===== src/rtl/adc_seq_pkg.sv =====
package adc_seq_pkg;
    localparam logic [2:0] TRIG_MODE_EXT = 3'b110;

    typedef enum logic [1:0] {
        ST_IDLE   = 2'd0,
        ST_LAUNCH = 2'd1,
        ST_WAIT   = 2'd2
    } seq_state_t;
endpackage


===== src/rtl/trig_edge_det.sv =====
module trig_edge_det #(
    parameter int STAGES = 2
) (
    input  logic       clk,
    input  logic       rst_n,
    input  logic       pin,
    input  logic [1:0] edge_sel,
    output logic       hit
);
    // sh[STAGES-1] is the synchronized level, sh[STAGES] its previous value
    logic [STAGES:0] sh;
    logic            rise;
    logic            fall;

    always_ff @(posedge clk or negedge rst_n) begin
        if (!rst_n) sh <= '0;
        else        sh <= {sh[STAGES-1:0], pin};
    end

    assign rise = sh[STAGES-1] & ~sh[STAGES];
    assign fall = ~sh[STAGES-1] & sh[STAGES];
    assign hit  = (edge_sel[0] & rise) | (edge_sel[1] & fall);
endmodule


===== src/rtl/seq_fsm.sv =====
module seq_fsm
    import adc_seq_pkg::*;
#(
    parameter int CH_W = 2
) (
    input  logic            clk,
    input  logic            rst_n,
    input  logic            hit,
    input  logic            enable,
    input  logic [2:0]      mode,
    input  logic [CH_W-1:0] channel,
    input  logic            done,
    output logic            start,
    output logic [CH_W-1:0] cur_ch,
    output logic            wr_en
);
    seq_state_t state, state_nxt;
    logic       accept;

    assign accept = hit && enable && (mode == TRIG_MODE_EXT);

    // state register and channel capture
    always_ff @(posedge clk or negedge rst_n) begin
        if (!rst_n) begin
            state  <= ST_IDLE;
            cur_ch <= '0;
        end else begin
            state <= state_nxt;
            if (state == ST_IDLE && accept) cur_ch <= channel;
        end
    end

    // transitions: ACCEPT, ISSUE, COMPLETE, ABORT
    always_comb begin
        state_nxt = state;
        unique case (state)
            ST_IDLE:   if (accept) state_nxt = ST_LAUNCH;
            ST_LAUNCH: state_nxt = ST_WAIT;
            ST_WAIT:   if (!enable || done) state_nxt = ST_IDLE;
            default:   state_nxt = ST_IDLE;
        endcase
    end

    // outputs
    always_comb begin
        start = 1'b0;
        wr_en = 1'b0;
        unique case (state)
            ST_IDLE:   ;
            ST_LAUNCH: start = 1'b1;
            ST_WAIT:   wr_en = enable && done;
            default:   ;
        endcase
    end
endmodule


===== src/rtl/result_bank.sv =====
module result_bank #(
    parameter int N     = 8,
    parameter int W     = 10,
    parameter int CH_W  = 2,
    localparam int IDX_W = $clog2(N)
) (
    input  logic             clk,
    input  logic             rst_n,
    input  logic             wr_en,
    input  logic [CH_W-1:0]  wr_ch,
    input  logic [W-1:0]     wr_data,
    input  logic [IDX_W-1:0] rd_index,
    output logic [W-1:0]     rd_data,
    output logic             wr_pulse
);
    logic [W-1:0]     mem [N];
    logic [IDX_W-1:0] wr_idx;

    assign wr_idx = IDX_W'(wr_ch);

    for (genvar i = 0; i < N; i++) begin : g_entry
        always_ff @(posedge clk or negedge rst_n) begin
            if (!rst_n)                              mem[i] <= '0;
            else if (wr_en && wr_idx == IDX_W'(i))   mem[i] <= wr_data;
        end
    end

    always_ff @(posedge clk or negedge rst_n) begin
        if (!rst_n) wr_pulse <= 1'b0;
        else        wr_pulse <= wr_en;
    end

    assign rd_data = mem[rd_index];
endmodule


===== src/rtl/adc_trig_seq.sv =====
module adc_trig_seq #(
    parameter int RES_W       = 10,
    parameter int CH_W        = 2,
    parameter int BANK_N      = 8,
    parameter int SYNC_STAGES = 2
) (
    input  logic                      clk,
    input  logic                      rst_n,
    input  logic                      cfg_enable,
    input  logic [2:0]                cfg_trig_mode,
    input  logic [1:0]                cfg_edge_sel,
    input  logic [CH_W-1:0]           cfg_channel,
    input  logic                      trig_pin,
    output logic                      core_start,
    output logic [CH_W-1:0]           core_channel,
    input  logic                      core_done,
    input  logic [RES_W-1:0]          core_result,
    output logic                      eoc_irq,
    input  logic [$clog2(BANK_N)-1:0] rd_index,
    output logic [RES_W-1:0]          rd_data
);
    logic hit;
    logic wr_en;

    trig_edge_det #(.STAGES(SYNC_STAGES)) u_edge (
        .clk      (clk),
        .rst_n    (rst_n),
        .pin      (trig_pin),
        .edge_sel (cfg_edge_sel),
        .hit      (hit)
    );

    seq_fsm #(.CH_W(CH_W)) u_fsm (
        .clk     (clk),
        .rst_n   (rst_n),
        .hit     (hit),
        .enable  (cfg_enable),
        .mode    (cfg_trig_mode),
        .channel (cfg_channel),
        .done    (core_done),
        .start   (core_start),
        .cur_ch  (core_channel),
        .wr_en   (wr_en)
    );

    result_bank #(.N(BANK_N), .W(RES_W), .CH_W(CH_W)) u_bank (
        .clk      (clk),
        .rst_n    (rst_n),
        .wr_en    (wr_en),
        .wr_ch    (core_channel),
        .wr_data  (core_result),
        .rd_index (rd_index),
        .rd_data  (rd_data),
        .wr_pulse (eoc_irq)
    );
endmodule


===== config.mk =====
export PLATFORM = sky130hd
export DESIGN_NAME = adc_trig_seq
export DESIGN_NICKNAME = d
export VERILOG_FILES = /design/src/rtl/adc_seq_pkg.sv /design/src/rtl/trig_edge_det.sv /design/src/rtl/seq_fsm.sv /design/src/rtl/result_bank.sv /design/src/rtl/adc_trig_seq.sv
export SDC_FILE = /design/constraint.sdc
export NUM_CORES = 1
export LEC_CHECK = 0
export ABC_AREA = 1
export CORE_MARGIN = 2
export CORE_UTILIZATION = 55
export CTS_BUF_LIST = sky130_fd_sc_hd__clkbuf_4
export CTS_CLUSTER_DIAMETER = 50
export DETAILED_ROUTE_END_ITERATION = 7
export PLACE_DENSITY = 0.86
export SKIP_CTS_REPAIR_TIMING = 1
export SLEW_MARGIN = 10
export SYNTH_ARGS = -nofsm -noshare
export SYNTH_HDL_FRONTEND = slang
export SYNTH_SLANG_ARGS = --single-unit

===== constraint.sdc =====
create_clock -name clk -period 3.1 [get_ports clk]
set_input_delay 0.62 -clock clk [delete_from_list [all_inputs] [get_ports clk]]
set_output_delay 0.62 -clock clk [all_outputs]
set_load 0.05 [all_outputs]

==> results of run 1 <==
==> report_power, final <==
part / internal (µW) / switching, µW / total [µW]
sequential: 665 / 27.7 / 693
combinational: 95.4 / 170 / 265
clock: 105 / 193 / 299
total: 866 / 391 / 1260
==> worst reg2reg max path, stage by stage (launching register included) <==
cell and delay (ns):
dfrtp_1 0.40, inv_1 0.14, nand2_2 0.11, nor2_4 0.43
nand2_2 0.30, nand2_1 0.17, nand2_1 0.07
==> cells by family (layout without fill, tap and decap cells) <==
| family | Yosys count | after routing | share of synthesized area [%] |
|---|---|---|---|
| simple gates | 178 | 178 | 32.4 |
| flops | 48 | 48 | 52.1 |
| buf+inv | 36 | 77 | 7.33 |
| compound gates | 32 | 32 | 8.20 |
==> per-layer routing <==
metal / global-route usage [%] / vias to the layer above / share of wire (%)
met1: 31.7 / 992 / 39
met2: 46.3 / 93 / 50
li1: - / 1015 / -
met3: 6.01 / 14 / 9.1
met4: 10.3 / 0 / 1.8
met5: 0 / - / 0
==> synthesized netlist by cell type (all sizes together) <==
library cell,instances
dfrtp,48
o211ai,11
nand2,114
clkinv,1
buf,11
clkbuf,1
a21oi,10
inv,23
nand3,36
nor3,1
o22ai,1
o21ai,10
nor2,27
==> state kept, by name, summed over array words and instances (netlist names) <==
register / count
u_bank.mem: 40
u_bank.wr_pulse: 1
u_edge.sh: 3
u_fsm.cur_ch: 2
u_fsm.state: 2
==> per-stage QoR <==
stage / util, % / worst slack (ns) / hold WS (ns) / cells / area [µm²]
finish: 69.4 / 0.434 / 0.365 / 385 / 2800
global route: 69.4 / 0.324 / 0.389 / 385 / 2800
CTS: 69.4 / 0.438 / 0.367 / 385 / 2800
detailed placement: 68.0 / 0.451 / 0.344 / 377 / 2740
global placement: 68.0 / 0.450 / 0.334 / 377 / 2740
floorplan: - / 0.646 / 0.324 / 294 / 2300
==> area by class of cell <==
| class | instances | area share [%] |
|---|---|---|
| clock buffers | 7 | 1.88 |
| clock inverters | 1 | 0.134 |
| inverters | 24 | 3.22 |
| multi-input cells | 210 | 33.4 |
| flip-flops and latches | 48 | 42.9 |
| well taps | 50 | 2.24 |
| repair buffers | 45 | 16.2 |
==> path summary, 6_finish.rpt <==
check / startpoint / endpoint / slack (ns) / depth (start not counted)
setup / recovery: rd_index[1] / rd_data[1] / 0.43 / 7
hold / removal: u_edge.sh[0] / u_edge.sh[1] / 0.37 / 0
setup reg to reg: u_fsm.state[0] / u_bank.mem[74] / 1.37 / 6
hold reg to reg: u_edge.sh[0] / u_edge.sh[1] / 0.37 / 0
max in group asynchronous: rst_n / u_fsm.cur_ch[0] / 2.06 / 1
min in group asynchronous: rst_n / u_bank.mem[40] / 0.41 / 1
==> flow_summary.json, run 1 <==
{
  "status": "finished, final reports clean",
  "post_drt_via_cell_ratio": 5.49,
  "num_io_pins": 39,
  "ys_warn_count": 0,
  "netlist_instances": 294,
  "relSlewSlack_pct": 31.7,
  "gp_congestion": 0.802,
  "synth_area_leaders": "dfrtp_1 52%, nand2_1 18%, nand3_1 7.8%",
  "min_period_over_period_pct": 86.0,
  "die_area_mm2": 0.00472,
  "die_w_um": 68.7,
  "avgRoutedWirePerCell_um": 14.5,
  "dp_hpwl_um": 3790,
  "core_region_area_mm2": 0.00403,
  "syn_area_mm2": 0.00230,
  "cts_tree": "built",
  "cp-start-kind": "primary input",
  "cts_made_buffers": 5,
  "cts.path.max_buffers": 2,
  "total_power_uw": 1260,
  "seqCellArea_mm2": 0.00120,
  "synth.distinct_cells": 19,
  "setup_viol_count_final": 0,
  "antenna_cells": 0,
  "floorplan.die.height_um": 68.7,
  "cts_sinks": 48,
  "grt_pass1_vias": 2050,
  "wl_um": 5570,
  "synth.avg_cell_area_um2": 7.84,
  "yosys.area.top_type": "dfrtp_1",
  "ys_ff_latch": 48,
  "rows": 23,
  "drv_slew": 0,
  "synth_nets": 319,
  "max_freq_ghz": 0.375,
  "worstMarginPinSlew_ns": 1.02,
  "path_buf_inv": 4,
  "vias": 2114,
  "hp-class": "reg2reg",
  "crit_path_end_kind": "output pin",
  "cp.required_ns": 2.48,
  "final-hold-violation-count": 0,
  "cts_root_buf": "clkbuf_4",
  "ys_seq_area_share_pct": 52.1,
  "slowest_delay_ns": 0.50,
  "io_buffers": 38,
  "drt.antenna.violating_nets": 0,
  "layout_commonest_cell": "nand2_1",
  "worst_path_max_delay_cell": "clkdlybuf4s50_1",
  "initial_core_util_pct": 57.2,
  "htree_levels": 2,
  "irDropWorstVdd_mv": 0.342,
  "firstDrtPassIters": 4,
  "area_growth_pct": 21.4,
  "cp_max_fo": 19,
  "drtIter0Drc": 175,
  "crit_family": "buffers and inverters",
  "multiInputGateArea_um2": 935,
  "final_cell_mix": "109 x nand2_1, 48 x dfrtp_1, 36 x nand3_1",
  "grt.overflow.total": 0,
  "drc": 0,
  "yosys.area.top_type_share_pct": 52.1,
  "criticalPathCategory": "in2out",
  "grt_pass1_wl_um": 9050,
  "fin_nets": 359,
  "grt_usage_pct": 26.5,
  "antenna_found_initial": 0,
  "period_minus_slack_ns": 2.67,
  "fillerInstances": 368,
  "clock_latency_ns": 0.37,
  "skew_ns": 0.00960,
  "maxCapViolations": 0,
  "grt_max_degree": 49,
  "clkSlewWorstSetupHoldPaths_ns": 0.12,
  "tns_ns": 0,
  "total_leakage_power_uw": 0.00146,
  "cellPowerDensity_mw_per_mm2": 449,
  "drive_above_1_share_pct": 9.85,
  "critical_path.cell_chain": "clkdlybuf4s50_1, clkinv_1, buf_4, nor2_1, o21ai_0, a21oi_1, buf_12",
  "worstPathArrival_ns": 2.05,
  "rsz0062_at_grt": "false"
}
(Power assumes the default switching activity.)
==> run 2, diff against run 1 <==
CORE_UTILIZATION = 49   (was 55)
PLACE_DENSITY = 0.82   (was 0.86)
clock period = 2.45 ns   (was 3.1 ns; I/O delays follow)
==> flow_summary.json, run 2 (synthesized netlist as in run 1, its figures left out) <==
{
  "status": "finished, final reports clean",
  "period_minus_slack_ns": 2.37,
  "relSlewSlack_pct": 42.9,
  "crit_family": "buffers and inverters",
  "cp-start-kind": "primary input",
  "grt_pass1_vias": 2024,
  "r2r_setup_slack_ns": 0.95,
  "cts.path.max_buffers": 2,
  "route.met2.wl_um": 2780,
  "drc": 0,
  "worst_slack_ns": 0.0773,
  "irDropWorstVdd_mv": 0.364,
  "crit_path_end_kind": "output pin",
  "largest_reg_flops": 40,
  "cts_sinks": 48,
  "post_dp_cell_area_mm2": 0.00276,
  "gp_congestion": 0.870,
  "clock_latency_ns": 0.38,
  "top_layer": "met4",
  "worstMarginPinSlew_ns": 0.857,
  "io_buffers": 38,
  "grt_pass1_wl_um": 9540,
  "critical_path.cell_chain": "clkdlybuf4s50_1, buf_4, nor2_1, nor2_1, o21ai_0, a21oi_1, buf_4",
  "m1WireLength_um": 2420,
  "cellPowerDensity_mw_per_mm2": 564,
  "final_cell_mix": "109 x nand2_1, 48 x dfrtp_1, 36 x nand3_1",
  "path_buf_inv": 3,
  "grt.overflow.total": 0,
  "fin_nets": 363,
  "top_regs": "u_bank.mem (40), u_edge.sh (3)",
  "worstPathArrival_ns": 1.88,
  "cts_tree": "built",
  "avgRoutedWirePerCell_um": 14.6,
  "fillerInstances": 405,
  "floorplan.die.height_um": 72.6,
  "drt.antenna.violating_nets": 0,
  "criticalPathCategory": "in2out",
  "slowest_delay_ns": 0.50,
  "clkSlewWorstSetupHoldPaths_ns": 0.15,
  "cp.required_ns": 1.96,
  "firstDrtPassIters": 4,
  "cts_root_buf": "clkbuf_4",
  "dp_hpwl_um": 3980,
  "grt_usage_pct": 23.8,
  "grt_max_degree": 39,
  "cts_made_buffers": 5,
  "antenna_cells": 0,
  "setup_viol_count_final": 0,
  "num_io_pins": 39,
  "skew_ns": 0.0167,
  "design_area_mm2": 0.00282,
  "final-hold-violation-count": 0,
  "wl_met3_um": 427,
  "maxCapViolations": 0,
  "min_period_over_period_pct": 96.8,
  "total_leakage_power_uw": 0.00147,
  "rows": 24,
  "die_w_um": 72.6,
  "max_freq_ghz": 0.421,
  "initial_core_util_pct": 51.9,
  "core_region_area_mm2": 0.00444,
  "rr_startpoint": "u_fsm.state[0]",
  "rr_worst_depth": 6,
  "reg2reg_to": "u_bank.mem[59]",
  "area_growth_pct": 22.4,
  "hp-class": "in2async",
  "htree_levels": 2,
  "die_area_mm2": 0.00527,
  "drtIter0Drc": 233,
  "worst_path_max_delay_cell": "clkdlybuf4s50_1",
  "regMostFlops": "u_bank.mem",
  "cp_max_fo": 18,
  "post_drt_via_cell_ratio": 5.29,
  "vias": 2070,
  "place_worst_setup_slack_ns": 0.0815,
  "drive_above_1_share_pct": 11.5,
  "drv_slew": 0,
  "antenna_found_initial": 0,
  "wl_um": 5700,
  "layout_commonest_cell": "nand2_1"
}
[run 2: routing by layer]
metal	global-route usage (%)	vias up
li1	-	1020
met1	30.6	971
met2	39.1	72
met3	6.22	7
met4	8.23	0
met5	0	-
[run 2: area by class of cell]
class | count | area (µm²) | share of cell area [%]
Tap cell | 52 | 65.1 | 2.31
Sequential cell | 48 | 1200 | 42.6
Inverter | 24 | 90.1 | 3.19
Timing Repair Buffer | 49 | 470 | 16.7
Multi-Input combinational cell | 210 | 938 | 33.3
Clock buffer | 6 | 45.0 | 1.60
Clock inverter | 2 | 11.3 | 0.399
[run 2: metrics by stage]
step | util [%] | setup TNS [ns] | hold WS (ns) | power (µW) | cells
2_1_floorplan | - | 0 | 0.194 | 1060 | 294
3_3_place_gp | 62.1 | 0 | 0.343 | 1220 | 383
3_5_place_dp | 62.1 | 0 | 0.341 | 1220 | 383
4_1_cts | 63.4 | 0 | 0.228 | 1600 | 391
5_1_grt | 63.5 | -0.0287 | 0.249 | 1670 | 391
6_report | 63.5 | 0 | 0.210 | 1590 | 391
[run 2: worst max-delay path by stage]
| stage | cells past startpoint | start | endpoint |
|---|---|---|---|
| final | 7 | rd_index[0] | rd_data[6] |
| after global routing | 7 | rd_index[0] | rd_data[5] |
| after CTS | 7 | rd_index[1] | rd_data[6] |
| after detailed placement | 7 | rd_index[1] | rd_data[6] |
| after global placement | 7 | rd_index[0] | rd_data[5] |
| after floorplan | 4 | rd_index[1] | rd_data[0] |
[run 2: power breakdown]
| part | internal, µW | switching [µW] | total (µW) |
|---|---|---|---|
| Sequential | 842 | 38.1 | 880 |
| Combinational | 123 | 208 | 331 |
| Clock | 121 | 260 | 380 |
| Total | 1090 | 505 | 1590 |
